<file path="src/rtl/fbg_pkg.sv">
// Shared encodings for the fractional baud divisor generator.
package fbg_pkg;
    // Register select codes used for both writes and readback.
    typedef enum logic [1:0] {
        REG_DIV_LO = 2'd0,
        REG_DIV_HI = 2'd1,
        REG_FRAC   = 2'd2,
        REG_NONE   = 2'd3
    } reg_sel_e;

    // Oversampling ratio select.
    typedef enum logic [1:0] {
        OS_X16  = 2'd0,
        OS_X8   = 2'd1,
        OS_X4   = 2'd2,
        OS_X4B  = 2'd3
    } os_mode_e;
endpackage

</file>
<file path="src/rtl/fbg_regs.sv">
// Divisor register file: holds the low and high divisor bytes and the
// fraction nibble, gives combinational readback, and raises a one-cycle
// restart pulse after each accepted write.
// Assumes: synchronous active-low reset, single-cycle write strobe.
module fbg_regs
    import fbg_pkg::*;
#(
    parameter int BYTE_W = 8,
    parameter int FRAC_W = 4,
    localparam int INT_W = 2 * BYTE_W
) (
    input  logic              clk,
    input  logic              rst_n,
    input  logic              wr_en_i,
    input  logic [1:0]        reg_sel_i,
    input  logic [BYTE_W-1:0] wr_data_i,
    input  logic              frac_access_en_i,
    output logic [BYTE_W-1:0] rd_data_o,
    output logic [INT_W-1:0]  int_div_o,
    output logic [FRAC_W-1:0] frac_o,
    output logic              restart_o
);
    logic [BYTE_W-1:0] lo_q, hi_q;
    logic [FRAC_W-1:0] frac_q;
    logic              accept;

    // Decide whether this write lands in a register.
    always_comb begin
        accept = 1'b0;
        if (wr_en_i) begin
            case (reg_sel_i)
                REG_DIV_LO, REG_DIV_HI: accept = 1'b1;
                REG_FRAC:               accept = frac_access_en_i;
                default:                accept = 1'b0;
            endcase
        end
    end

    // Register storage with reset values giving a divisor of one.
    always_ff @(posedge clk) begin
        if (!rst_n) begin
            lo_q      <= BYTE_W'(1);
            hi_q      <= '0;
            frac_q    <= '0;
            restart_o <= 1'b0;
        end else begin
            restart_o <= accept;
            if (accept) begin
                case (reg_sel_i)
                    REG_DIV_LO: lo_q   <= wr_data_i;
                    REG_DIV_HI: hi_q   <= wr_data_i;
                    REG_FRAC:   frac_q <= wr_data_i[FRAC_W-1:0];
                    default:    ;
                endcase
            end
        end
    end

    // Combinational readback of the selected register.
    always_comb begin
        case (reg_sel_i)
            REG_DIV_LO: rd_data_o = lo_q;
            REG_DIV_HI: rd_data_o = hi_q;
            REG_FRAC:   rd_data_o = {{(BYTE_W-FRAC_W){1'b0}}, frac_q};
            default:    rd_data_o = '0;
        endcase
    end

    assign int_div_o = {hi_q, lo_q};
    assign frac_o    = frac_q;


    frac_gate_chk: assert property (@(posedge clk) disable iff (!rst_n)
        (wr_en_i && reg_sel_i == REG_FRAC && !frac_access_en_i) |=> $stable(frac_q));
endmodule

</file>
<file path="src/rtl/fbg_prescale.sv">
// Input-clock prescaler: produces a count enable that is always high when
// the prescaler is off, or high once every PRE_DIV clocks when it is on.
// Assumes: restart realigns the phase so the first enable comes PRE_DIV
// clocks after it.
module fbg_prescale #(
    parameter int PRE_DIV = 4,
    localparam int PRE_W = (PRE_DIV > 1) ? $clog2(PRE_DIV) : 1
) (
    input  logic clk,
    input  logic rst_n,
    input  logic restart_i,
    input  logic prescale_en_i,
    output logic en_o
);
    logic [PRE_W-1:0] pre_q;
    logic             last;

    assign last = (pre_q == PRE_W'(PRE_DIV - 1));
    assign en_o = !prescale_en_i || last;

    // Free-running phase counter, cleared by reset or restart.
    always_ff @(posedge clk) begin
        if (!rst_n || restart_i) begin
            pre_q <= '0;
        end else if (last) begin
            pre_q <= '0;
        end else begin
            pre_q <= pre_q + PRE_W'(1);
        end
    end


    en_spacing_chk: assert property (@(posedge clk) disable iff (!rst_n)
        (prescale_en_i && en_o) |=> (!en_o || !prescale_en_i));
endmodule

</file>
<file path="src/rtl/fbg_divider.sv">
// Fractional divider: counts enabled clocks down from the integer divisor
// and adds the fraction to a phase accumulator on every sample tick. An
// accumulator overflow lengthens the following period by one step.
// Assumes: a zero divisor is handled as one; restart loads a full,
// unstretched period.
module fbg_divider #(
    parameter int INT_W  = 16,
    parameter int FRAC_W = 4
) (
    input  logic              clk,
    input  logic              rst_n,
    input  logic              restart_i,
    input  logic              en_i,
    input  logic [INT_W-1:0]  int_div_i,
    input  logic [FRAC_W-1:0] frac_i,
    output logic              sample_tick_o
);
    logic [INT_W-1:0]  cnt_q, eff_div, reload;
    logic [FRAC_W-1:0] acc_q;
    logic [FRAC_W:0]   acc_sum;

    // Effective divisor, next accumulator phase and the reload value.
    always_comb begin
        eff_div = (int_div_i == '0) ? INT_W'(1) : int_div_i;
        acc_sum = {1'b0, acc_q} + {1'b0, frac_i};
        reload  = eff_div - INT_W'(1) + INT_W'(acc_sum[FRAC_W]);
    end

    // Period counter, phase accumulator and registered tick.
    always_ff @(posedge clk) begin
        if (!rst_n) begin
            cnt_q         <= '0;
            acc_q         <= '0;
            sample_tick_o <= 1'b0;
        end else if (restart_i) begin
            cnt_q         <= eff_div - INT_W'(1);
            acc_q         <= '0;
            sample_tick_o <= 1'b0;
        end else begin
            sample_tick_o <= 1'b0;
            if (en_i) begin
                if (cnt_q == '0) begin
                    sample_tick_o <= 1'b1;
                    cnt_q         <= reload;
                    acc_q         <= acc_sum[FRAC_W-1:0];
                end else begin
                    cnt_q <= cnt_q - INT_W'(1);
                end
            end
        end
    end


    cnt_bound_chk: assert property (@(posedge clk) disable iff (!rst_n)
        !restart_i |-> (cnt_q <= eff_div));


    restart_quiet_chk: assert property (@(posedge clk) disable iff (!rst_n)
        restart_i |=> !sample_tick_o);
endmodule

</file>
<file path="src/rtl/fbg_oversample.sv">
// Bit-time strobe: counts sample ticks and flags every Nth one, N being
// 16, 8 or 4 according to the mode select.
// Assumes: after a mode change to a smaller ratio an overshooting count
// wraps on the next sample tick.
module fbg_oversample
    import fbg_pkg::*;
#(
    parameter int OS_W = 4
) (
    input  logic       clk,
    input  logic       rst_n,
    input  logic       restart_i,
    input  logic       sample_tick_i,
    input  logic [1:0] os_mode_i,
    output logic       bit_tick_o
);
    logic [OS_W-1:0] os_cnt_q, last_idx;

    // Map the mode to the index of the last sample tick of a bit.
    always_comb begin
        case (os_mode_i)
            OS_X16:  last_idx = OS_W'(15);
            OS_X8:   last_idx = OS_W'(7);
            default: last_idx = OS_W'(3);
        endcase
    end

    assign bit_tick_o = sample_tick_i && (os_cnt_q >= last_idx);

    // Sample-tick counter within one bit time.
    always_ff @(posedge clk) begin
        if (!rst_n || restart_i) begin
            os_cnt_q <= '0;
        end else if (sample_tick_i) begin
            os_cnt_q <= bit_tick_o ? '0 : os_cnt_q + OS_W'(1);
        end
    end


    bit_wrap_chk: assert property (@(posedge clk) disable iff (!rst_n)
        bit_tick_o |=> (os_cnt_q == '0));
endmodule

</file>
<file path="src/rtl/frac_baud_gen.sv">
// Top of the fractional baud divisor generator: register file, prescaler,
// fractional divider and bit-time strobe, wired in that order.
// Assumes: one reference clock domain, synchronous active-low reset.
module frac_baud_gen #(
    parameter int BYTE_W  = 8,
    parameter int FRAC_W  = 4,
    parameter int PRE_DIV = 4,
    parameter int OS_W    = 4,
    localparam int INT_W  = 2 * BYTE_W
) (
    input  logic              clk,
    input  logic              rst_n,
    input  logic              wr_en,
    input  logic [1:0]        reg_sel,
    input  logic [BYTE_W-1:0] wr_data,
    input  logic              frac_access_en,
    input  logic              prescale_en,
    input  logic [1:0]        os_mode,
    output logic [BYTE_W-1:0] rd_data,
    output logic              sample_tick,
    output logic              bit_tick
);
    logic [INT_W-1:0]  int_div;
    logic [FRAC_W-1:0] frac;
    logic              restart, cnt_en;

    fbg_regs #(.BYTE_W(BYTE_W), .FRAC_W(FRAC_W)) u_regs (
        .clk(clk), .rst_n(rst_n), .wr_en_i(wr_en), .reg_sel_i(reg_sel),
        .wr_data_i(wr_data), .frac_access_en_i(frac_access_en),
        .rd_data_o(rd_data), .int_div_o(int_div), .frac_o(frac),
        .restart_o(restart)
    );

    fbg_prescale #(.PRE_DIV(PRE_DIV)) u_pre (
        .clk(clk), .rst_n(rst_n), .restart_i(restart),
        .prescale_en_i(prescale_en), .en_o(cnt_en)
    );

    fbg_divider #(.INT_W(INT_W), .FRAC_W(FRAC_W)) u_div (
        .clk(clk), .rst_n(rst_n), .restart_i(restart), .en_i(cnt_en),
        .int_div_i(int_div), .frac_i(frac), .sample_tick_o(sample_tick)
    );

    fbg_oversample #(.OS_W(OS_W)) u_os (
        .clk(clk), .rst_n(rst_n), .restart_i(restart),
        .sample_tick_i(sample_tick), .os_mode_i(os_mode),
        .bit_tick_o(bit_tick)
    );
endmodule

</file>
<file path="config.mk">
export PLATFORM = sky130hd
export DESIGN_NAME = frac_baud_gen
export DESIGN_NICKNAME = d
export VERILOG_FILES = /design/src/rtl/fbg_pkg.sv /design/src/rtl/fbg_regs.sv /design/src/rtl/fbg_prescale.sv /design/src/rtl/fbg_divider.sv /design/src/rtl/fbg_oversample.sv /design/src/rtl/frac_baud_gen.sv
export SDC_FILE = /design/constraint.sdc
export NUM_CORES = 1
export LEC_CHECK = 0
export CORE_UTILIZATION = 65
export CTS_BUF_LIST = sky130_fd_sc_hd__clkbuf_8
export CTS_CLUSTER_DIAMETER = 30
export DETAILED_ROUTE_END_ITERATION = 10
export DONT_BUFFER_PORTS = 1
export HOLD_SLACK_MARGIN = 0.12
export PLACE_DENSITY = 0.81
export SETUP_SLACK_MARGIN = 0.2
export SLEW_MARGIN = 15
export SYNTH_ARGS = -nofsm -noshare
export SYNTH_HDL_FRONTEND = slang
export SYNTH_SLANG_ARGS = --single-unit
</file>
<file path="constraint.sdc">
create_clock -name clk -period 5 [get_ports clk]
set_input_delay 0.25 -clock clk [delete_from_list [all_inputs] [get_ports clk]]
set_output_delay 0.25 -clock clk [all_outputs]
set_load 0.1 [all_outputs]
</file>
# Word level (Yosys, flattened, before mapping)
# Cells that the tools add are included.
[totals] reg_bits=48 out_inout_bits=10 word_cells=50
[op_classes] n_eq_ne=4 n_reduce_logical=18 addsub=6 n_bitwise=2 order_cmp=1 n_mux=10
[op_table] cell="$mux W16" count=4
[op_table] cell="$logic_not A16 Y1" count=2
[op_table] cell="$sub A16 B1 Y16 const B" count=2
[op_table] cell="$pmux W8 S3" count=1
[op_table] cell="$add A16 B1 Y16" count=1
[op_table] cell="$pmux W4 S2" count=1
[op_table] cell="$reduce_and A2 Y1" count=4
[op_table] cell="$reduce_or A2 Y1" count=3
[op_table] cell="$add A4 B4 Y5" count=1
[op_table] cell="$add A4 B1 Y4 const B" count=1
[op_table] cell="$eq A2 B1 Y1 const B" count=2
[op_table] cell="$eq A2 B2 Y1 const B" count=2
[op_table] cell="$ge A4 B4 Y1" count=1
[op_table] cell="$logic_not A2 Y1" count=2
[op_table] cell="$mux W4" count=1
[op_table] cell="$reduce_or A3 Y1" count=1
[op_table] cell="$add A2 B1 Y2 const B" count=1
[op_table] cell="$logic_not A1 Y1" count=2
[op_table] cell="$logic_or A1 B1 Y1" count=2
[op_table] cell="$mux W1" count=2
[op_table] cell="$not A1 Y1" count=2
[op_table] cell="$pmux W1 S2" count=1
[op_table] cell="$reduce_bool A2 Y1" count=1
[op_table] cell="$logic_and A1 B1 Y1" count=1

# Longest topological paths before layout
# Gate-level depths: netlist of the first run.
[depth] ltp_word=7 ltp_mapped=13

# By module
# A second synthesis of the first run with hierarchy kept.
[unflattened] cells_unflattened=447 area_unflattened_um2=3585.9
[modules_own_cells] mod="fbg_divider" instances=1 cells_per_inst=311 area_each_um2=2250.9
[modules_own_cells] mod="fbg_regs" instances=1 cells_per_inst=100 area_each_um2=982.2
[modules_own_cells] mod="fbg_oversample" instances=1 cells_per_inst=30 area_each_um2=266.5
[modules_own_cells] mod="fbg_prescale" instances=1 cells_per_inst=6 area_each_um2=86.3

# Worst setup path before layout of the first run
# OpenSTA, ideal clock, no wires.
[synth_path] path_type="register to register" start="register u_regs.hi_q[3]" end="register u_div.cnt_q[13]" required_ns=4.880 path_stages_with_launch=13 setup_time_ns=0.120 setup_slack_ns=1.927 n_path_buf=1 arrival_time_ns=2.953 path_cell_list="dfxtp_1 clkbuf_1 or4_4 nor4_4 nor2_1 ha_1 xor2_1 nand3_1 nor2_1 o211ai_2 nor4_2 mux2i_1 o21ai_1"
[synth_via] elab_chain_len=7
[synth_rtl] element="from (decl)" line_no="fbg_regs.sv:23" text="logic [BYTE_W-1:0] lo_q, hi_q;"
[synth_rtl] element="from (signal assigned)" line_no="fbg_regs.sv:51" text="REG_DIV_HI: hi_q <= wr_data_i;"
[synth_rtl] element="$logic_not A16 Y1" line_no="fbg_divider.sv:24" text="eff_div = (int_div_i == '0) ? INT_W'(1) : int_div_i;"
[synth_rtl] element="$mux W16 (*)" line_no="fbg_divider.sv:24"
[synth_rtl] element="$sub A16 B1 Y16 (*)" line_no="fbg_divider.sv:26, fbg_divider.sv:36"
[synth_rtl] element="$add A16 B1 Y16" line_no="fbg_divider.sv:26" text="reload = eff_div - INT_W'(1) + INT_W'(acc_sum[FRAC_W]);"
[synth_rtl] element="$mux W16" line_no="fbg_divider.sv:42" text="if (cnt_q == '0) begin"
[synth_rtl] element="$mux W16" line_no="fbg_divider.sv:41" text="if (en_i) begin"
[synth_rtl] element="$mux W16 (*)" line_no="fbg_divider.sv:35" text="end else if (restart_i) begin"
[synth_rtl] element="to (signal assigned)" line_no="fbg_divider.sv:36" text="cnt_q <= eff_div - INT_W'(1);"
[synth_rtl] element="to (signal assigned)" line_no="fbg_divider.sv:44" text="cnt_q <= reload;"
[synth_rtl] element="to (signal assigned)" line_no="fbg_divider.sv:47" text="cnt_q <= cnt_q - INT_W'(1);"
[synth_rtl] element="to (decl)" line_no="fbg_divider.sv:18" text="logic [INT_W-1:0] cnt_q, eff_div, reload;"
# Every way passes the cells marked *; elsewhere a longest branch is shown, timed or not. The select of a mux whose other input is x is not followed.
# A chain may end at the register's enable or synchronous reset.

# Worst setup path in the final report of the first run
[layout_path] start="register u_regs.hi_q[0]" end="register u_div.cnt_q[13]"
# Same word-level chain as after synthesis.

==> metrics.log, run 1 <==
[metrics] final setup skew: 0.00631 ns
[metrics] TritonCTS clock tree: built
[metrics] most frequent cell on the critical path: sky130_fd_sc_hd__nor2_1
[metrics] DPL Wire Length: 6.20 mm
[metrics] measured slew at the worst slew-check pin: 1.11 ns
[metrics] net count reported at finish: 480
[metrics] count of distinct cell types in the synthesized netlist: 67
[metrics] sequential share of the synthesized area: 0.277
[metrics] Synth-to-Final Area Change: 9.75%
[metrics] Routed WL: 8.91 mm
[metrics] number of endpoints with negative hold slack in the final report: 0
[metrics] number of buffers created by CTS: 5
[metrics] worst hold margin: 0.122 ns
[metrics] number of pins exceeding their max-slew limit in the final report: 0
[metrics] Worst Setup Path Type: reg -> reg
[metrics] standby leakage power: 1.39 nW
[metrics] final RePlAce weighted congestion: 0.904
[metrics] number of placed instances with taps included: 491
[metrics] min cycle time layout: 3.52 ns
[metrics] Final setup viols: 0
[metrics] cell type with the highest aggregate area in the netlist: sky130_fd_sc_hd__dfxtp_1
[metrics] H-Tree Depth: 2
[metrics] Top-Level Pins: 27
[metrics] number of global-route vias before repair: 3,107
[metrics] multi-input combinational cell area: 2370 um2
[metrics] Cell Chain, Critical Path: or4_1 -> nor4_4 -> nor2_1 -> ha_1 -> xor2_1 -> nand3_1 -> nor2_1 -> o211ai_2 -> nor4_2 -> mux2i_1 -> o21ai_1
[metrics] tightest slew margin relative to the limit: 0.260
[metrics] TritonCTS sink count: 48
[metrics] number of filler cells placed in the layout: 390
[metrics] number of buffers on the longest clock path: 2
[metrics] number of violations of the max-capacitance limit: 0
[metrics] Sum Neg Setup Slack: 0 ns
[metrics] arrival time of the worst setup path: 3.72 ns
[metrics] maximum fanout encountered on the critical timing path: 7
[metrics] row cnt: 26
[metrics] Setup Fix Bufs, Post-CTS: 0
[metrics] fraction of post-synthesis cell area in the top cell type by area: 0.277
[metrics] ys flop type: sky130_fd_sc_hd__dfxtp_1
[metrics] worst r2r dst: u_div.cnt_q[13]
[metrics] largest net degree at the start of global routing: 30
[metrics] Avg Vias per Cell: 6.59
[metrics] Cell Pwr Density: 297 nW/um2
[metrics] area of the die: 5620 um2
[metrics] most frequent cells in the layout: sky130_fd_sc_hd__dfxtp_1, sky130_fd_sc_hd__nand2_1, sky130_fd_sc_hd__nor2_1
[metrics] length in cells of the worst reg-to-reg path: 11
[metrics] area of the placeable core: 5110 um2
[metrics] run status: complete, no violations
[metrics] hold path startpoint: wr_data[0]
[metrics] drc violations: 0
[metrics] Crit path required time: 5.20 ns
[metrics] total of flip-flops plus latches after synthesis: 48
[metrics] total standard cell area after synthesis: 3460 um2
[metrics] post-CTS clock slew at the launch and capture registers of the worst setup and hold paths: 0.09 ns
[metrics] Antenna Nets Post-Route: 0
[metrics] end point of the worst hold path: u_regs.frac_o[0]
[metrics] Root Driver: sky130_fd_sc_hd__clkbuf_8
[metrics] initial DRC count: 307
[metrics] maximum clock rate: 0.284 GHz
[metrics] final worst-path cycle share: 0.705
[metrics] vertical extent of the die: 75.0 um
[metrics] unrepaired setup endpoints after global routing: false
[metrics] number of standard cells in the final layout excluding fillers: 520
[metrics] standard cell with the maximum stage delay on the critical path: sky130_fd_sc_hd__or4_1
[metrics] most common cell after layout, fill and taps aside: sky130_fd_sc_hd__dfxtp_1
[metrics] area used by sequential logic in the layout: 961 um2
[metrics] via count: 3,426
[metrics] R2R Setup Slk: 1.48 ns
[metrics] highest cell delay on the worst timing path: 0.69 ns
[metrics] number of synthesis warnings: 0
[metrics] Antenna Diode Count: 0
[metrics] Hold Path Class: in -> reg
[metrics] floorplan die width: 75.0 um
[metrics] cell type group with the largest total delay on the critical path: simple AND/OR/NAND/NOR gates
[metrics] critical path endpoint category: flop
[metrics] Synth Net Count: 475
[metrics] ratio of cells with drive above 1 in the final layout: 0.0778
[metrics] Hold Path Depth: 2
[metrics] peak supply drop: 0.000185 V
[metrics] post-DR wirelength/cell: 17.1 um
[metrics] final core utilization: 0.744
[metrics] Mapped Avg Cell Area: 7.80 um2
[metrics] Setup crit start kind: flop
[metrics] IO Port Bufs: 0
[metrics] sum of buffers and inverters on the critical path: 0
[metrics] Async SR Flop Fraction: 0
[metrics] cell count after synthesis: 444
[metrics] starting utilization of the core area: 0.678
[metrics] Critical R2R Launch: u_regs.hi_q[0]
[metrics] first-pass GRT wire length: 14.1 mm
[metrics] global-route usage over all layers: 0.330
[metrics] router iterations before antenna repair: 5
[metrics] final global-route overflow total: 0
[metrics] EDFF count, synth: 0
[metrics] initial antenna violation count: 0
[metrics] cell types occupying the most area after synthesis: sky130_fd_sc_hd__dfxtp_1, sky130_fd_sc_hd__mux2i_1, sky130_fd_sc_hd__nor2_1
[metrics] latest clock arrival within the worst-skew pair: 0.30 ns
[synthesized netlist by cell type (all sizes together), types with 3 or more instances]
library cell and n:
nor2 50, dfxtp 48, nand2 46, o21ai 29, a21oi 28, mux2i 26, clkbuf 20, nor3 15
nand3 14, nor4 14, ha 13, xnor2 11, inv 10, or4 9, o31ai 8, xor2 8
nand2b 7, nor3b 7, o21a 7, a211oi 6, buf 6, nand4 5, o211ai 5, nor2b 4
o22ai 4, or2 4, or3 4, a31oi 3, a41oi 3, and2 3, o31a 3
[through the flow]
stage / worst slack [ns] / instance area, um2 / total power [mW]
floorplan: 1.93 / 3460 / 0.763
finish: 1.48 / 3800 / 1.13
CTS: 1.50 / 3790 / 1.12
global route: 1.30 / 3800 / 1.19
global placement: 1.76 / 3480 / 0.824
detailed placement: 1.60 / 3480 / 0.835
[cell families after synthesis]
kind of cell | synth area share
adder cells (fa/ha/maj) | 0.0527
XOR/XNOR | 0.0502
flip-flops | 0.277
multiplexers | 0.0751
AND/OR/NAND/NOR | 0.293
AO/OA/AOI/OAI | 0.207
buffers and inverters | 0.0448
[per-layer routing]
metal,GRT usage,wire (um),part of all wire,vias up
li1,-,-,-,1638
met1,0.396,3810,0.43,1611
met2,0.582,4310,0.48,157
met3,0.0576,587,0.066,20
met4,0.138,199,0.022,0
met5,0,0,0,-
[worst reg2reg max path, cell delays in order, from the launching register on]
cell                       delay (ns)
sky130_fd_sc_hd__dfxtp_1         0.39
sky130_fd_sc_hd__or4_1           0.69
sky130_fd_sc_hd__nor4_4          0.43
sky130_fd_sc_hd__nor2_1          0.11
sky130_fd_sc_hd__ha_1            0.23
sky130_fd_sc_hd__xor2_1          0.32
sky130_fd_sc_hd__nand3_1         0.22
sky130_fd_sc_hd__nor2_1          0.16
sky130_fd_sc_hd__o211ai_2        0.20
sky130_fd_sc_hd__nor4_2          0.34
sky130_fd_sc_hd__mux2i_1         0.23
sky130_fd_sc_hd__o21ai_1         0.08
[sequential cells by signal, indices dropped and copies added (netlist names)]
name,cells
u_regs.lo_q,8
u_pre.pre_q,2
u_os.os_cnt_q,4
u_div.cnt_q,16
u_div.sample_tick_o,1
u_regs.frac_o,4
u_div.acc_q,4
u_regs.restart_o,1
u_regs.hi_q,8
[final cells by class]
type,instances,area share
repair buffers,24,0.0612
inverters,10,0.00987
well taps,70,0.0230
flip-flops and latches,48,0.253
clock inverters,3,0.0102
multi-input cells,360,0.625
clock buffers,5,0.0181
[power by group]
part / switching [mW] / leakage (nW) / internal [mW]
Combinational: 0.244 / 0.942 / 0.145
Sequential: 0.0446 / 0.392 / 0.417
Clock: 0.131 / 0.0593 / 0.147
Total: 0.420 / 1.39 / 0.709
[timing repair]
item / 4_1_cts / 5_1_grt
hold endpoints to repair: 27 / 1
setup endpoints to repair: 0 / 0
gates resized for setup: 0 / 0
hold buffers: 20 / 1
[worst max path at each step]
stage / start / end / slack, ns / cells past startpoint
after floorplan: u_regs.hi_q[3] / u_div.cnt_q[13] / 1.93 / 12
after global placement: u_regs.lo_q[4] / u_div.cnt_q[14] / 1.76 / 10
after detailed placement: u_regs.hi_q[0] / u_div.cnt_q[13] / 1.60 / 11
after CTS: u_regs.hi_q[0] / u_div.cnt_q[13] / 1.50 / 11
after global routing: u_regs.lo_q[4] / u_div.cnt_q[13] / 1.30 / 11
final: u_regs.hi_q[0] / u_div.cnt_q[13] / 1.48 / 11
Power figures use the tool's default switching activity.
==> inputs of run 2 (changes only) <==
--- a/config.mk
+++ b/config.mk
@@ -5,13 +5,13 @@
 export SDC_FILE = /design/constraint.sdc
 export NUM_CORES = 1
 export LEC_CHECK = 0
-export CORE_UTILIZATION = 65
+export CORE_UTILIZATION = 60
 export CTS_BUF_LIST = sky130_fd_sc_hd__clkbuf_8
 export CTS_CLUSTER_DIAMETER = 30
 export DETAILED_ROUTE_END_ITERATION = 10
 export DONT_BUFFER_PORTS = 1
 export HOLD_SLACK_MARGIN = 0.12
-export PLACE_DENSITY = 0.81
+export PLACE_DENSITY = 0.79
 export SETUP_SLACK_MARGIN = 0.2
 export SLEW_MARGIN = 15
 export SYNTH_ARGS = -nofsm -noshare
==> constraint.sdc (replaced) <==
create_clock -name clk -period 2.85 [get_ports clk]
set_input_delay 0.1425 -clock clk [delete_from_list [all_inputs] [get_ports clk]]
set_output_delay 0.1425 -clock clk [all_outputs]
set_load 0.1 [all_outputs]
==> run 2 against run 1 <==
  * The flow now finishes with violations (setup timing)
  * Critical endpoint is now u_div.cnt_q[15]
  * Sequential power increased by 73%
  * Power is 85% higher
  * Clock power rose by 60%
  * Clock-buffer cell count up 1
  * Core utilization increased by 6.3 points
  * Register-to-register slack lost 1.6 ns
  * Worst setup slack got worse by 1.6 ns
  * Global-route usage up 1.4 points
  * Critical path depth up 1
  * Highest routed layer unchanged
  * Clock skew hardly changed
  * Final cell count up 11%
==> metrics.log, run 2 (synthesis gave the netlist of run 1 again) <==
[metrics] run status: complete, but fails checks
[metrics] violated checks: setup timing
[metrics] area used by sequential logic in the layout: 963 um2
[metrics] Pwr Total: 2.09 mW
[metrics] unrepaired setup endpoints after global routing: true
[metrics] number of filler cells placed in the layout: 329
[metrics] maximum fanout encountered on the critical timing path: 5
[metrics] number of violations of the max-capacitance limit: 0
[metrics] floorplan die width: 78.0 um
[metrics] Hold Path Class: in -> reg
[metrics] final worst-path cycle share: 1.03
[metrics] post-DR wirelength/cell: 19.4 um
[metrics] DPL Wire Length: 6.90 mm
[metrics] largest registers ranked by flip-flop count: u_div.cnt_q: 16 flops, u_regs.hi_q: 8 flops, u_regs.lo_q: 8 flops
[metrics] Routed WL: 11.2 mm
[metrics] tightest slew margin relative to the limit: 0.433
[metrics] max reg flops: 16
[metrics] Top-Level Pins: 27
[metrics] peak supply drop: 0.000274 V
[metrics] Antenna Diode Count: 0
[metrics] final setup skew: 0.00651 ns
[metrics] Final setup viols: 5
[metrics] Internal Power: 1.26 mW
[metrics] Root Driver: sky130_fd_sc_hd__clkbuf_8
[metrics] multi-input combinational cell area: 2640 um2
[metrics] number of buffers created by CTS: 5
[metrics] number of buffers on the longest clock path: 2
[metrics] net switching fraction of the power: 0.396
[metrics] switching power: 826 uW
[metrics] maximum clock rate: 0.340 GHz
[metrics] number of global-route vias before repair: 3,480
[metrics] H-Tree Depth: 2
[metrics] TritonCTS clock tree: built
[metrics] largest register by flop count: u_div.cnt_q
[metrics] share of total power in the clock network: 0.213
[metrics] pre-CTS WS: -0.0653 ns
[metrics] drc violations: 0
[metrics] arrival time of the worst setup path: 3.15 ns
[metrics] standby leakage power: 1.83 nW
[metrics] global-route usage over all layers: 0.344
[metrics] Antenna Nets Post-Route: 0
[metrics] TritonCTS sink count: 48
[metrics] number of endpoints with negative hold slack in the final report: 0
[metrics] Cell Pwr Density: 467 nW/um2
[metrics] Sum Neg Setup Slack: -0.270 ns
[metrics] router iterations before antenna repair: 5
[metrics] worst setup slack after layout: -0.0924 ns
[metrics] initial antenna violation count: 0
[metrics] worst hold margin: 0.134 ns
[metrics] net count reported at finish: 534
[metrics] most common cell after layout, fill and taps aside: sky130_fd_sc_hd__buf_4
[metrics] latest clock arrival within the worst-skew pair: 0.31 ns
[metrics] initial DRC count: 324
[metrics] Crit path required time: 3.06 ns
[metrics] min cycle time layout: 2.94 ns
[metrics] area of the placeable core: 5540 um2
[metrics] logic gate share of total power: 0.406
[metrics] most frequent cells in the layout: sky130_fd_sc_hd__buf_4, sky130_fd_sc_hd__dfxtp_1, sky130_fd_sc_hd__nand2_1, sky130_fd_sc_hd__nor2_1, sky130_fd_sc_hd__mux2i_1
[metrics] Synth-to-Final Area Change: 29.2%
[metrics] post-CTS clock slew at the launch and capture registers of the worst setup and hold paths: 0.10 ns
[metrics] critical path endpoint category: flop
[metrics] final RePlAce weighted congestion: 0.963
[metrics] Avg Vias per Cell: 6.71
[metrics] final global-route overflow total: 0
[metrics] sequential share of power: 0.382
[metrics] Setup crit start kind: flop
[metrics] measured slew at the worst slew-check pin: 0.848 ns
[metrics] area of the die: 6080 um2
[metrics] final core utilization: 0.808
[metrics] Worst Setup Path Type: reg -> reg
[metrics] IO Port Bufs: 0
[metrics] via count: 3,864
[metrics] first-pass GRT wire length: 16.5 mm
[metrics] row cnt: 27
[metrics] number of pins exceeding their max-slew limit in the final report: 0
[metrics] vertical extent of the die: 78.0 um
[metrics] ratio of cells with drive above 1 in the final layout: 0.256
[metrics] largest net degree at the start of global routing: 24
[metrics] starting utilization of the core area: 0.625
run 2: repair_timing:
item,CTS,global route
hold endpoints to repair,31,0
endpoints found under the setup margin,11,15
hold buffers,17,0
gates resized for setup,11,30
buffers inserted,5,8
pin swaps,21,30
run 2: worst max-delay path, stage by stage (launching register included):
cell and delay, ns:
sky130_fd_sc_hd__dfxtp_2 0.33, sky130_fd_sc_hd__or4_4 0.54, sky130_fd_sc_hd__nor4_4 0.32, sky130_fd_sc_hd__nor2_2 0.09, sky130_fd_sc_hd__ha_4 0.18, sky130_fd_sc_hd__nor3b_4 0.16, sky130_fd_sc_hd__nand2_2 0.12, sky130_fd_sc_hd__xnor2_4 0.17
sky130_fd_sc_hd__nand3_4 0.15, sky130_fd_sc_hd__buf_4 0.20, sky130_fd_sc_hd__nor4b_4 0.30, sky130_fd_sc_hd__a2bb2oi_1 0.20, sky130_fd_sc_hd__nand2_1 0.07
run 2: per-layer routing:
| metal | track usage | up-vias | routed length [um] | part of all wire |
|---|---|---|---|---|
| met2 | 0.607 | 260 | 5480 | 0.49 |
| met4 | 0.159 | 0 | 549 | 0.049 |
| met1 | 0.404 | 1781 | 4250 | 0.38 |
| met3 | 0.0600 | 67 | 886 | 0.079 |
| met5 | 0 | - | 0 | 0 |
| li1 | - | 1756 | - | - |
run 2: area by class of cell:
class	count	area share
multi-input cells	360	0.591
flip-flops and latches	48	0.215
repair buffers	78	0.144
well taps	72	0.0201
clock buffers	6	0.0185
inverters	10	0.00839
clock inverters	2	0.00336
run 2: power groups by stage:
stage,Sequential (mW),Clock (mW),Combinational (mW)
final,0.797,0.444,0.847
after global routing,0.805,0.465,0.915
after CTS,0.792,0.443,0.763
after detailed placement,0.807,0,0.730
after global placement,0.806,0,0.708
after floorplan,0.800,0,0.549
run 2: stage by stage:
| step | area, um2 | std cells |
|---|---|---|
| 2_1_floorplan | 3530 | 444 |
| 6_report | 4470 | 576 |
| 3_3_place_gp | 3880 | 538 |
| 5_1_grt | 4470 | 576 |
| 4_1_cts | 4240 | 568 |
| 3_5_place_dp | 3880 | 538 |
run 2: final timing paths:
| kind | startpoint | end | slack (ns) | cells after the start |
|---|---|---|---|---|
| hold reg to reg | u_pre.pre_q[0] | u_pre.pre_q[0] | 0.44 | 1 |
| setup reg to reg | u_regs.hi_q[6] | u_div.cnt_q[15] | -0.09 | 12 |
| setup / recovery | u_regs.hi_q[6] | u_div.cnt_q[15] | -0.09 | 12 |
| hold / removal | rst_n | u_div.cnt_q[3] | 0.13 | 4 |
